`src/rtl/extbus_arb_pkg.sv`:
```
package extbus_arb_pkg;

    localparam int NSRC     = 6;
    localparam int NURGENT  = 3;
    localparam int SRC_REF  = 0;
    localparam int SRC_XDMA = 1;
    localparam int SRC_HOLD = 2;
    localparam int SRC_DMA  = 3;
    localparam int SRC_DTC  = 4;
    localparam int SRC_CPU  = 5;

    typedef enum logic [2:0] {
        CY_IDLE    = 3'd0,
        CY_REFRESH = 3'd1,
        CY_XDMA    = 3'd2,
        CY_HOLD    = 3'd3,
        CY_DMA_RD  = 3'd4,
        CY_DMA_WR  = 3'd5,
        CY_DTC     = 3'd6,
        CY_CPU     = 3'd7
    } cyc_e;

    typedef enum logic [1:0] {
        DP_NONE  = 2'd0,
        DP_READ  = 2'd1,
        DP_WRITE = 2'd2
    } dphase_e;

endpackage

```
`src/rtl/extbus_pick_low.sv`:
```
module extbus_pick_low #(
    parameter  int N  = 3,
    localparam int IW = (N > 1) ? $clog2(N) : 1
) (
    input  logic [N-1:0]  vec_i,
    output logic          hit_o,
    output logic [N-1:0]  oh_o,
    output logic [IW-1:0] idx_o
);

    logic [N:0] seen;

    assign seen[0] = 1'b0;

    for (genvar g = 0; g < N; g++) begin : g_chain
        assign oh_o[g]     = vec_i[g] & ~seen[g];
        assign seen[g + 1] = seen[g] | vec_i[g];
    end

    assign hit_o = seen[N];

    always_comb begin
        idx_o = '0;
        for (int i = 0; i < N; i++) begin
            if (oh_o[i]) begin
                idx_o = IW'(i);
            end
        end
    end

endmodule

```
`src/rtl/extbus_dma_seq.sv`:
```
module extbus_dma_seq
    import extbus_arb_pkg::*;
#(
    parameter  int NCH = 3,
    localparam int CHW = (NCH > 1) ? $clog2(NCH) : 1
) (
    input  logic           clk_i,
    input  logic           rst_ni,
    input  logic [NCH-1:0] req_i,
    input  logic [NCH-1:0] int_i,
    input  logic           urgent_wait_i,
    output logic           own_nxt_o,
    output logic           wr_nxt_o,
    output logic           hold_low_o,
    output dphase_e        phase_o,
    output logic [CHW-1:0] ch_o,
    output logic           int_o
);

    typedef struct packed {
        dphase_e        ph;
        logic [CHW-1:0] ch;
        logic           intr;
        logic [NCH-1:0] pend;
    } seq_t;

    seq_t seq_d, seq_q;

    logic [NCH-1:0] pend_all;
    logic [NCH-1:0] sel_oh;
    logic [CHW-1:0] sel_idx;
    logic           sel_hit;
    logic           sel_int;

    assign pend_all = seq_q.pend | req_i;
    assign sel_int  = |(int_i & sel_oh);

    extbus_pick_low #(.N(NCH)) u_pick (
        .vec_i (pend_all),
        .hit_o (sel_hit),
        .oh_o  (sel_oh),
        .idx_o (sel_idx)
    );

    always_comb begin
        seq_d      = seq_q;
        seq_d.pend = pend_all;
        unique case (seq_q.ph)
            DP_READ: begin
                seq_d.ph = DP_WRITE;
            end
            DP_WRITE: begin
                seq_d.ph   = DP_NONE;
                seq_d.ch   = '0;
                seq_d.intr = 1'b0;
            end
            default: begin
                if (sel_hit && (sel_int || !urgent_wait_i)) begin
                    seq_d.ph   = DP_READ;
                    seq_d.ch   = sel_idx;
                    seq_d.intr = sel_int;
                    seq_d.pend = pend_all & ~sel_oh;
                end
            end
        endcase
    end

    always_ff @(posedge clk_i) begin
        if (!rst_ni) begin
            seq_q <= '{ph: DP_NONE, ch: '0, intr: 1'b0, pend: '0};
        end else begin
            seq_q <= seq_d;
        end
    end

    assign own_nxt_o  = (seq_d.ph != DP_NONE) && !seq_d.intr;
    assign wr_nxt_o   = (seq_d.ph == DP_WRITE);
    assign hold_low_o = (|seq_d.pend) || (seq_d.ph != DP_NONE);
    assign phase_o    = seq_q.ph;
    assign ch_o       = seq_q.ch;
    assign int_o      = seq_q.intr;

endmodule

```
`src/rtl/extbus_grant.sv`:
```
module extbus_grant
    import extbus_arb_pkg::*;
(
    input  logic               clk_i,
    input  logic               rst_ni,
    input  logic [NURGENT-1:0] urgent_i,
    input  logic               dtc_i,
    input  logic               cpu_i,
    input  logic               dma_own_i,
    input  logic               dma_wr_i,
    input  logic               hold_low_i,
    output logic [NSRC-1:0]    gnt_o,
    output cyc_e               type_o
);

    typedef struct packed {
        logic [NSRC-1:0] gnt;
        cyc_e            ty;
    } own_t;

    own_t own_d, own_q;

    logic               urg_hit;
    logic [NURGENT-1:0] urg_oh;
    logic [1:0]         urg_idx;

    extbus_pick_low #(.N(NURGENT)) u_urgent (
        .vec_i (urgent_i),
        .hit_o (urg_hit),
        .oh_o  (urg_oh),
        .idx_o (urg_idx)
    );

    always_comb begin
        own_d.gnt = '0;
        own_d.ty  = CY_IDLE;
        if (dma_own_i) begin
            own_d.gnt[SRC_DMA] = 1'b1;
            own_d.ty           = dma_wr_i ? CY_DMA_WR : CY_DMA_RD;
        end else if (urg_hit) begin
            own_d.gnt[NURGENT-1:0] = urg_oh;
            own_d.ty               = cyc_e'({1'b0, urg_idx} + 3'd1);
        end else if (!hold_low_i && dtc_i) begin
            own_d.gnt[SRC_DTC] = 1'b1;
            own_d.ty           = CY_DTC;
        end else if (!hold_low_i && cpu_i) begin
            own_d.gnt[SRC_CPU] = 1'b1;
            own_d.ty           = CY_CPU;
        end
    end

    always_ff @(posedge clk_i) begin
        if (!rst_ni) begin
            own_q <= '{gnt: '0, ty: CY_IDLE};
        end else begin
            own_q <= own_d;
        end
    end

    assign gnt_o  = own_q.gnt;
    assign type_o = own_q.ty;

endmodule

```
`src/rtl/extbus_arbiter.sv`:
```
module extbus_arbiter
    import extbus_arb_pkg::*;
#(
    parameter  int NCH = 3,
    localparam int CHW = (NCH > 1) ? $clog2(NCH) : 1
) (
    input  logic           clk_i,
    input  logic           rst_ni,
    input  logic           refresh_req_i,
    input  logic           xdma_req_i,
    input  logic           hold_req_i,
    input  logic [NCH-1:0] dma_req_i,
    input  logic [NCH-1:0] dma_int_i,
    input  logic           dtc_req_i,
    input  logic           cpu_req_i,
    output logic [5:0]     gnt_o,
    output logic [2:0]     cyc_type_o,
    output logic [1:0]     dma_cyc_o,
    output logic [CHW-1:0] dma_ch_o,
    output logic           dma_int_o
);

    logic [NSRC-1:0]    gnt_q;
    cyc_e               type_q;
    logic [NURGENT-1:0] urgent_live;
    logic               dtc_live;
    logic               cpu_live;
    logic               dma_own_nxt;
    logic               dma_wr_nxt;
    logic               dma_hold_low;
    dphase_e            dma_phase;

    // a request granted in the current cycle is considered consumed
    assign urgent_live = {hold_req_i, xdma_req_i, refresh_req_i} & ~gnt_q[SRC_HOLD:SRC_REF];
    assign dtc_live    = dtc_req_i & ~gnt_q[SRC_DTC];
    assign cpu_live    = cpu_req_i & ~gnt_q[SRC_CPU];

    extbus_dma_seq #(.NCH(NCH)) u_seq (
        .clk_i         (clk_i),
        .rst_ni        (rst_ni),
        .req_i         (dma_req_i),
        .int_i         (dma_int_i),
        .urgent_wait_i (|urgent_live),
        .own_nxt_o     (dma_own_nxt),
        .wr_nxt_o      (dma_wr_nxt),
        .hold_low_o    (dma_hold_low),
        .phase_o       (dma_phase),
        .ch_o          (dma_ch_o),
        .int_o         (dma_int_o)
    );

    extbus_grant u_grant (
        .clk_i      (clk_i),
        .rst_ni     (rst_ni),
        .urgent_i   (urgent_live),
        .dtc_i      (dtc_live),
        .cpu_i      (cpu_live),
        .dma_own_i  (dma_own_nxt),
        .dma_wr_i   (dma_wr_nxt),
        .hold_low_i (dma_hold_low),
        .gnt_o      (gnt_q),
        .type_o     (type_q)
    );

    assign gnt_o      = gnt_q;
    assign cyc_type_o = type_q;
    assign dma_cyc_o  = dma_phase;

endmodule

```
`config.mk`:
```
export PLATFORM = sky130hd
export DESIGN_NAME = extbus_arbiter
export DESIGN_NICKNAME = d
export VERILOG_FILES = /design/src/rtl/extbus_arb_pkg.sv /design/src/rtl/extbus_pick_low.sv /design/src/rtl/extbus_dma_seq.sv /design/src/rtl/extbus_grant.sv /design/src/rtl/extbus_arbiter.sv
export SDC_FILE = /design/constraint.sdc
export NUM_CORES = 1
export LEC_CHECK = 0
export ABC_CLOCK_PERIOD_IN_PS = 3200
export BUFFER_PORTS_ARGS = -buffer_cell sky130_fd_sc_hd__buf_4
export CAP_MARGIN = 15
export CORE_UTILIZATION = 35
export CTS_CLUSTER_DIAMETER = 200
export DETAILED_ROUTE_END_ITERATION = 16
export GPL_ROUTABILITY_DRIVEN = 0
export GPL_TIMING_DRIVEN = 0
export PLACE_DENSITY = 0.67
export SETUP_SLACK_MARGIN = 0.15
export SLEW_MARGIN = 5
export SYNTH_ARGS = -nofsm -noshare
export SYNTH_HDL_FRONTEND = slang
export SYNTH_SLANG_ARGS = --single-unit
```
`constraint.sdc`:
```
create_clock -name clk_i -period 3.2 [get_ports clk_i]
set_input_delay 0.32 -clock clk_i [delete_from_list [all_inputs] [get_ports clk_i]]
set_output_delay 0.32 -clock clk_i [all_outputs]
set_load 0.02 [all_outputs]
```
==> flow_metrics.py, run 1 <==
metrics = {
    "cts": {
        "cts_max_level": 1,
        "path_clk_slew_ps": 90,
        "cts_setup_buffers": 0,
        "cts_root_buffer": "clkbuf_4",
        "cts_buffer_depth": 2,
        "clk_latency_ps": 290,
        "cts_inserted_buffers": 3,
        "cts-resized-gates": 0,
        "ctsHoldBuffers": 0,
        "cts_tree": "yes",
        "cts.sinks": 17,
    },
    "final_layout": {
        "nFillCells": 248,
        "drive_above_1_share": 0.413,
        "multi_input_area_sq_um": 513,
        "antenna_cells": 0,
        "finalCoreUtilization": 0.475,
        "final-seq-area_sq_um": 340,
        "areaGrowthSynthToFinish_pct": 28.6,
        "nNetsFinal": 142,
    },
    "sta": {
        "final-setup-viol-count": 0,
        "fin_crit_ps": 2090,
        "tightest_slew_ps": 469,
        "fin_worst_skew_ps": 2.41,
        "relSlewSlack": 0.687,
        "max_freq_ghz": 0.479,
        "rsz0062_at_grt": "false",
        "hold_violations": 0,
        "finalCritPeriodShare": 0.652,
        "maxSlewViolCount": 0,
        "finalSetupTns_ps": 0,
    },
    "drt": {
        "viasPerCell": 4.97,
        "route.detailed.drc": 0,
        "wl_mm": 1.73,
        "drt_iter0_drc": 18,
        "wl_per_cell_microns": 11.1,
        "ant_nets": 0,
        "vias": 776,
        "drtPass1Iterations": 4,
    },
    "global_route": {
        "grt_pass1_wl_mm": 3.04,
        "grt_max_degree": 11,
        "gr-usage-all-layers": 0.151,
        "antenna_found_initial": 0,
        "overflow": 0,
        "grt_pass1_vias": 723,
    },
    "critical_path": {
        "crit_path_frequent_cell": "or2_4",
        "slowest_stage": "dfxtp_1",
        "cp_data_arrival_time_ps": 2310,
        "max_stage_delay_ps": 400,
        "worst_setup_path_end_kind": "flop",
        "crit_path_start_kind": "flop",
        "rr_worst_depth": 7,
        "crit_fanout": 10,
        "worstSetupPathType": "reg -> reg",
        "required_ps": 3430,
        "crit_path_cell_trace": "inv_1 > ha_1 > buf_1 > a31oi_1 > or2_4 > or2_4 > a21oi_2",
    },
    "power_and_ir_drop": {
        "powerDensity_nw_per_um2": 529,
        "power.leakage_nw": 0.514,
        "vdd_drop_max_uv": 315,
    },
    "floorplan": {
        "start_util": 0.369,
        "dieArea_sq_um": 2800,
        "fp.dieW_microns": 52.9,
        "fp.dieH_microns": 52.9,
        "num_rows": 18,
        "io_pins": 27,
        "core_area_sq_um": 2450,
    },
    "logic_synthesis": {
        "synthCells": 96,
        "synthesis.area_sq_um": 906,
        "synth.distinct_cells": 38,
        "yosysSeqAreaShare": 0.376,
        "synth_fp_nets": 111,
        "postSynthRegisterBits": 17,
        "synth_warnings": 0,
        "postSynthAreaPerCell_sq_um": 9.44,
    },
    "min_path": {
        "hp-class": "in -> reg",
        "min_path_cells": 3,
    },
    "job": {
        "max-cap-violations": 0,
    },
    "placement": {
        "numPortBuffers": 26,
        "dp_hpwl_mm": 1.35,
    },
    "status": {
        "status": "complete, no violations",
    },
}
## final cells by class
class                           instances  share of cell area
Buffer                                  5              0.0290
Timing Repair Buffer                   26               0.168
Inverter                                5              0.0161
Tap cell                               30              0.0322
Clock buffer                            4              0.0226
Sequential cell                        17               0.292
Multi-Input combinational cell         69               0.440
## sequential cells by signal, summed over array words and instances (netlist names)
signal          cells
u_grant.gnt_o       6
u_grant.type_o      3
u_seq.seq_q         3
u_seq.ch_o          2
u_seq.phase_o       2
u_seq.int_o         1
## cell usage after synthesis (all sizes together)
| master | n | area share |
|---|---|---|
| a211oi | 2 | 0.017 |
| nand2 | 7 | 0.029 |
| dfxtp | 17 | 0.38 |
| o22ai | 2 | 0.029 |
| o2111ai | 2 | 0.019 |
| mux2i | 3 | 0.033 |
| nand3 | 5 | 0.039 |
| and2 | 2 | 0.015 |
| o31a | 1 | 0.019 |
| a31oi | 1 | 0.0069 |
| nor3b | 1 | 0.0083 |
| o21ai | 7 | 0.047 |
| o31ai | 1 | 0.014 |
| buf | 5 | 0.037 |
| nor4 | 2 | 0.014 |
| o211a | 2 | 0.022 |
| clkinv | 1 | 0.0041 |
| nor3 | 1 | 0.011 |
| or2 | 2 | 0.019 |
| ha | 2 | 0.028 |
| and3 | 2 | 0.025 |
| a21oi | 2 | 0.015 |
| nor2 | 13 | 0.059 |
| nand2b | 5 | 0.059 |
| maj3 | 1 | 0.011 |
| nand3b | 1 | 0.0083 |
| inv | 4 | 0.017 |
| a311oi | 1 | 0.0097 |
| a21boi | 1 | 0.0083 |
## power by group
part           internal [mW]  switching, mW
clock                 0.0486         0.0653
combinational          0.116          0.135
sequential             0.238         0.0135
total                  0.402          0.214
## metal layers
| layer | share of wire | wire length [microns] | GRT usage | vias up |
|---|---|---|---|---|
| met5 | 0 | 0 | 0 | - |
| met2 | 0.45 | 774 | 0.234 | 21 |
| li1 | - | - | - | 400 |
| met1 | 0.47 | 820 | 0.188 | 350 |
| met4 | 0.020 | 35 | 0.0658 | 0 |
| met3 | 0.058 | 101 | 0.0517 | 5 |
## worst max-delay path: cells and delay by family, from the launching register on
kind	cells	cell delay (ps)
compound gates	2	290
buf+inv	2	480
simple gates	2	530
fa+ha+maj	1	340
flops	1	400
## through the flow
stage / total power [mW] / hold slack, ps / setup slack, ps / instances / cell area [sq um]
finish: 0.616 / 286 / 1110 / 156 / 1160
global route: 0.659 / 299 / 946 / 156 / 1160
CTS: 0.624 / 290 / 1110 / 156 / 1160
detailed placement: 0.508 / 497 / 1160 / 152 / 1140
global placement: 0.503 / 478 / 1190 / 152 / 1140
floorplan: 0.435 / 442 / 1380 / 96 / 906
## final timing paths
kind / from / to / slack (ps)
max: u_seq.phase_o[0] / u_grant.type_o[2] / 1110
min: dtc_req_i / u_grant.gnt_o[4] / 290
max reg2reg: u_seq.phase_o[0] / u_grant.type_o[2] / 1110
min reg2reg: u_seq.ch_o[0] / u_seq.ch_o[0] / 510
## cells in the final DEF (no fill, tap or decap), drive strengths merged
master and n:
mux2i 3, o2111ai 2, nand2 7, maj3 1
buf 31, a31oi 1, o31ai 1, and3 2
nand3 5, a311oi 1, nor3b 1, clkinv 1
a211oi 2, o22ai 2, o211a 2, dfxtp 17
nand3b 1, ha 2, nand2b 5, a21oi 2
nor3 1, nor4 2, o21ai 7, clkbuf 4
inv 4, and2 2, nor2 13, or2 2
a21boi 1, o31a 1
## cells by family after synthesis
logic type | count (synthesis) | share of synthesized area
DFF | 17 | 0.376
and+or+nand+nor | 41 | 0.287
adders and majority gates | 3 | 0.0387
muxes | 3 | 0.0332
AOI/OAI and AO/OA | 22 | 0.207
buffers and inverters | 10 | 0.0580
Power figures use the tool's default switching activity.
==> run 2: changes to the inputs <==
--- a/config.mk
+++ b/config.mk
@@ -5,7 +5,7 @@
 export SDC_FILE = /design/constraint.sdc
 export NUM_CORES = 1
 export LEC_CHECK = 0
-export ABC_CLOCK_PERIOD_IN_PS = 3200
+export ABC_CLOCK_PERIOD_IN_PS = 2000
 export BUFFER_PORTS_ARGS = -buffer_cell sky130_fd_sc_hd__buf_4
 export CAP_MARGIN = 15
 export CORE_UTILIZATION = 35
==> constraint.sdc (replaced) <==
create_clock -name clk_i -period 2 [get_ports clk_i]
set_input_delay 0.2 -clock clk_i [delete_from_list [all_inputs] [get_ports clk_i]]
set_output_delay 0.2 -clock clk_i [all_outputs]
set_load 0.02 [all_outputs]
==> flow_metrics.py, run 2 (synthesized netlist as in run 1, its figures left out) <==
metrics = {
    "drt": {
        "viasPerCell": 4.99,
        "drtPass1Iterations": 4,
        "wl_per_cell_microns": 11.1,
        "wl_mm": 1.73,
        "ant_nets": 0,
        "route.detailed.drc": 0,
        "vias": 779,
        "drt_iter0_drc": 17,
    },
    "sta": {
        "hold_violations": 0,
        "hold_ws_ps": 167,
        "rsz0062_at_grt": "false",
        "tightest_slew_ps": 329,
        "relSlewSlack": 0.779,
        "finalCritPeriodShare": 0.857,
        "setup_ws_ps": 285,
        "max_freq_ghz": 0.583,
        "maxSlewViolCount": 0,
        "final-setup-viol-count": 0,
        "fin_crit_ps": 1710,
        "fin_worst_skew_ps": 2.42,
    },
    "final_layout": {
        "instances_no_fill": 156,
        "final-seq-area_sq_um": 342,
        "nFillCells": 248,
        "multi_input_area_sq_um": 513,
        "areaGrowthSynthToFinish_pct": 29.6,
        "drive_above_1_share": 0.429,
        "nNetsFinal": 142,
        "layout_commonest_cell": "buf_4",
        "finalCoreUtilization": 0.478,
        "largest_register_ffs": 6,
        "antenna_cells": 0,
        "final_cell_mix": "buf_4, dfxtp_1, nor2_1",
    },
    "floorplan": {
        "io_pins": 27,
        "dieArea_sq_um": 2800,
        "fp.dieW_microns": 52.9,
        "start_util": 0.369,
        "core_area_sq_um": 2450,
        "num_rows": 18,
        "fp.dieH_microns": 52.9,
    },
    "critical_path": {
        "crit_fanout": 10,
        "crit_path_cell_trace": "inv_1 > ha_1 > buf_6 > a31oi_1 > or2_4 > or2_4 > a21oi_2",
        "slowest_stage": "dfxtp_2",
        "crit_path_start_kind": "flop",
        "r2r_start": "u_seq.phase_o[0]",
        "crit_path_frequent_cell": "or2_4",
        "rr_worst_depth": 7,
        "worst_setup_path_end_kind": "flop",
        "reg2reg_to": "u_grant.type_o[2]",
        "worstSetupPathType": "reg -> reg",
        "r2r_slack_ps": 290,
        "max_stage_delay_ps": 370,
        "cp_data_arrival_time_ps": 1940,
        "required_ps": 2230,
    },
    "cts": {
        "ctsHoldBuffers": 0,
        "cts.sinks": 17,
        "clk_latency_ps": 290,
        "cts_max_level": 1,
        "path_clk_slew_ps": 90,
        "cts_root_buffer": "clkbuf_4",
        "cts_buffer_depth": 2,
        "cts_setup_buffers": 0,
        "cts_tree": "yes",
        "cts_inserted_buffers": 3,
    },
    "status": {
        "status": "complete, no violations",
    },
    "global_route": {
        "antenna_found_initial": 0,
        "overflow": 0,
        "grt_max_degree": 11,
        "gr-usage-all-layers": 0.151,
        "grt_pass1_vias": 723,
        "grt_pass1_wl_mm": 3.04,
    },
    "power_and_ir_drop": {
        "vdd_drop_max_uv": 504,
        "finalPower_mw": 0.995,
        "power.leakage_nw": 0.519,
        "powerDensity_nw_per_um2": 848,
    },
    "min_path": {
        "hp-class": "in -> reg",
        "min_path_cells": 3,
        "hold_start": "dtc_req_i",
        "whs_endpoint": "u_grant.gnt_o[4]",
    },
    "placement": {
        "place_ws_ps": -43.7,
        "numPortBuffers": 26,
        "dp_cells": 152,
        "dp_hpwl_mm": 1.35,
    },
    "job": {
        "max-cap-violations": 0,
    },
}
==> run 2: timing repair <==
action | in CTS | in global routing
resized for setup | 2 | 2
endpoints found under the setup margin | 10 | 7
pin swaps | 0 | 0
cloned | 0 | 0
==> run 2: critical path: cells and delay by family (launching register included) <==
kind | cells | cell delay, ps
buffers and inverters | 2 | 220
DFF | 1 | 370
adders and majority gates | 1 | 350
and+or+nand+nor | 2 | 500
AOI/OAI and AO/OA | 2 | 210
==> run 2: power by group <==
group          internal [mW]  switching [mW]  total (mW)
clock                 0.0777           0.104       0.181
combinational          0.193           0.217       0.411
sequential             0.382          0.0216       0.403
total                  0.653           0.343       0.995
==> run 2: metrics by stage <==
stage	TNS (ps)	instance area (sq um)
after detailed placement	-124	1140
after global placement	-8.34	1140
final	0	1170
after global routing	0	1170
after CTS	0	1170
after floorplan	0	906
==> run 2: how the worst max path moves through the flow <==
stage / from / to / slack (ps)
4_1_cts: u_seq.phase_o[0] / u_grant.type_o[2] / 200
6_report: u_seq.phase_o[0] / u_grant.type_o[2] / 290
2_1_floorplan: u_seq.phase_o[0] / u_grant.type_o[2] / 180
5_1_grt: u_seq.phase_o[0] / u_grant.type_o[2] / 160
3_3_place_gp: u_seq.phase_o[0] / u_grant.type_o[2] / -8
3_5_place_dp: u_seq.phase_o[0] / u_grant.type_o[2] / -40
==> run 2: final cells by class <==
type,instances,share of cell area
well taps,30,0.0320
inverters,5,0.0160
repair buffers,26,0.166
clock buffers,4,0.0224
multi-input cells,69,0.437
flip-flops and latches,17,0.291
plain buffers,5,0.0352
==> run 2: per-layer routing <==
metal,vias to the layer above,share of wire,GRT usage,wire [microns]
li1,401,-,-,-
met1,352,0.48,0.188,821
met2,21,0.45,0.234,771
met3,5,0.056,0.0517,96
met4,0,0.021,0.0658,36
met5,-,0,0,0
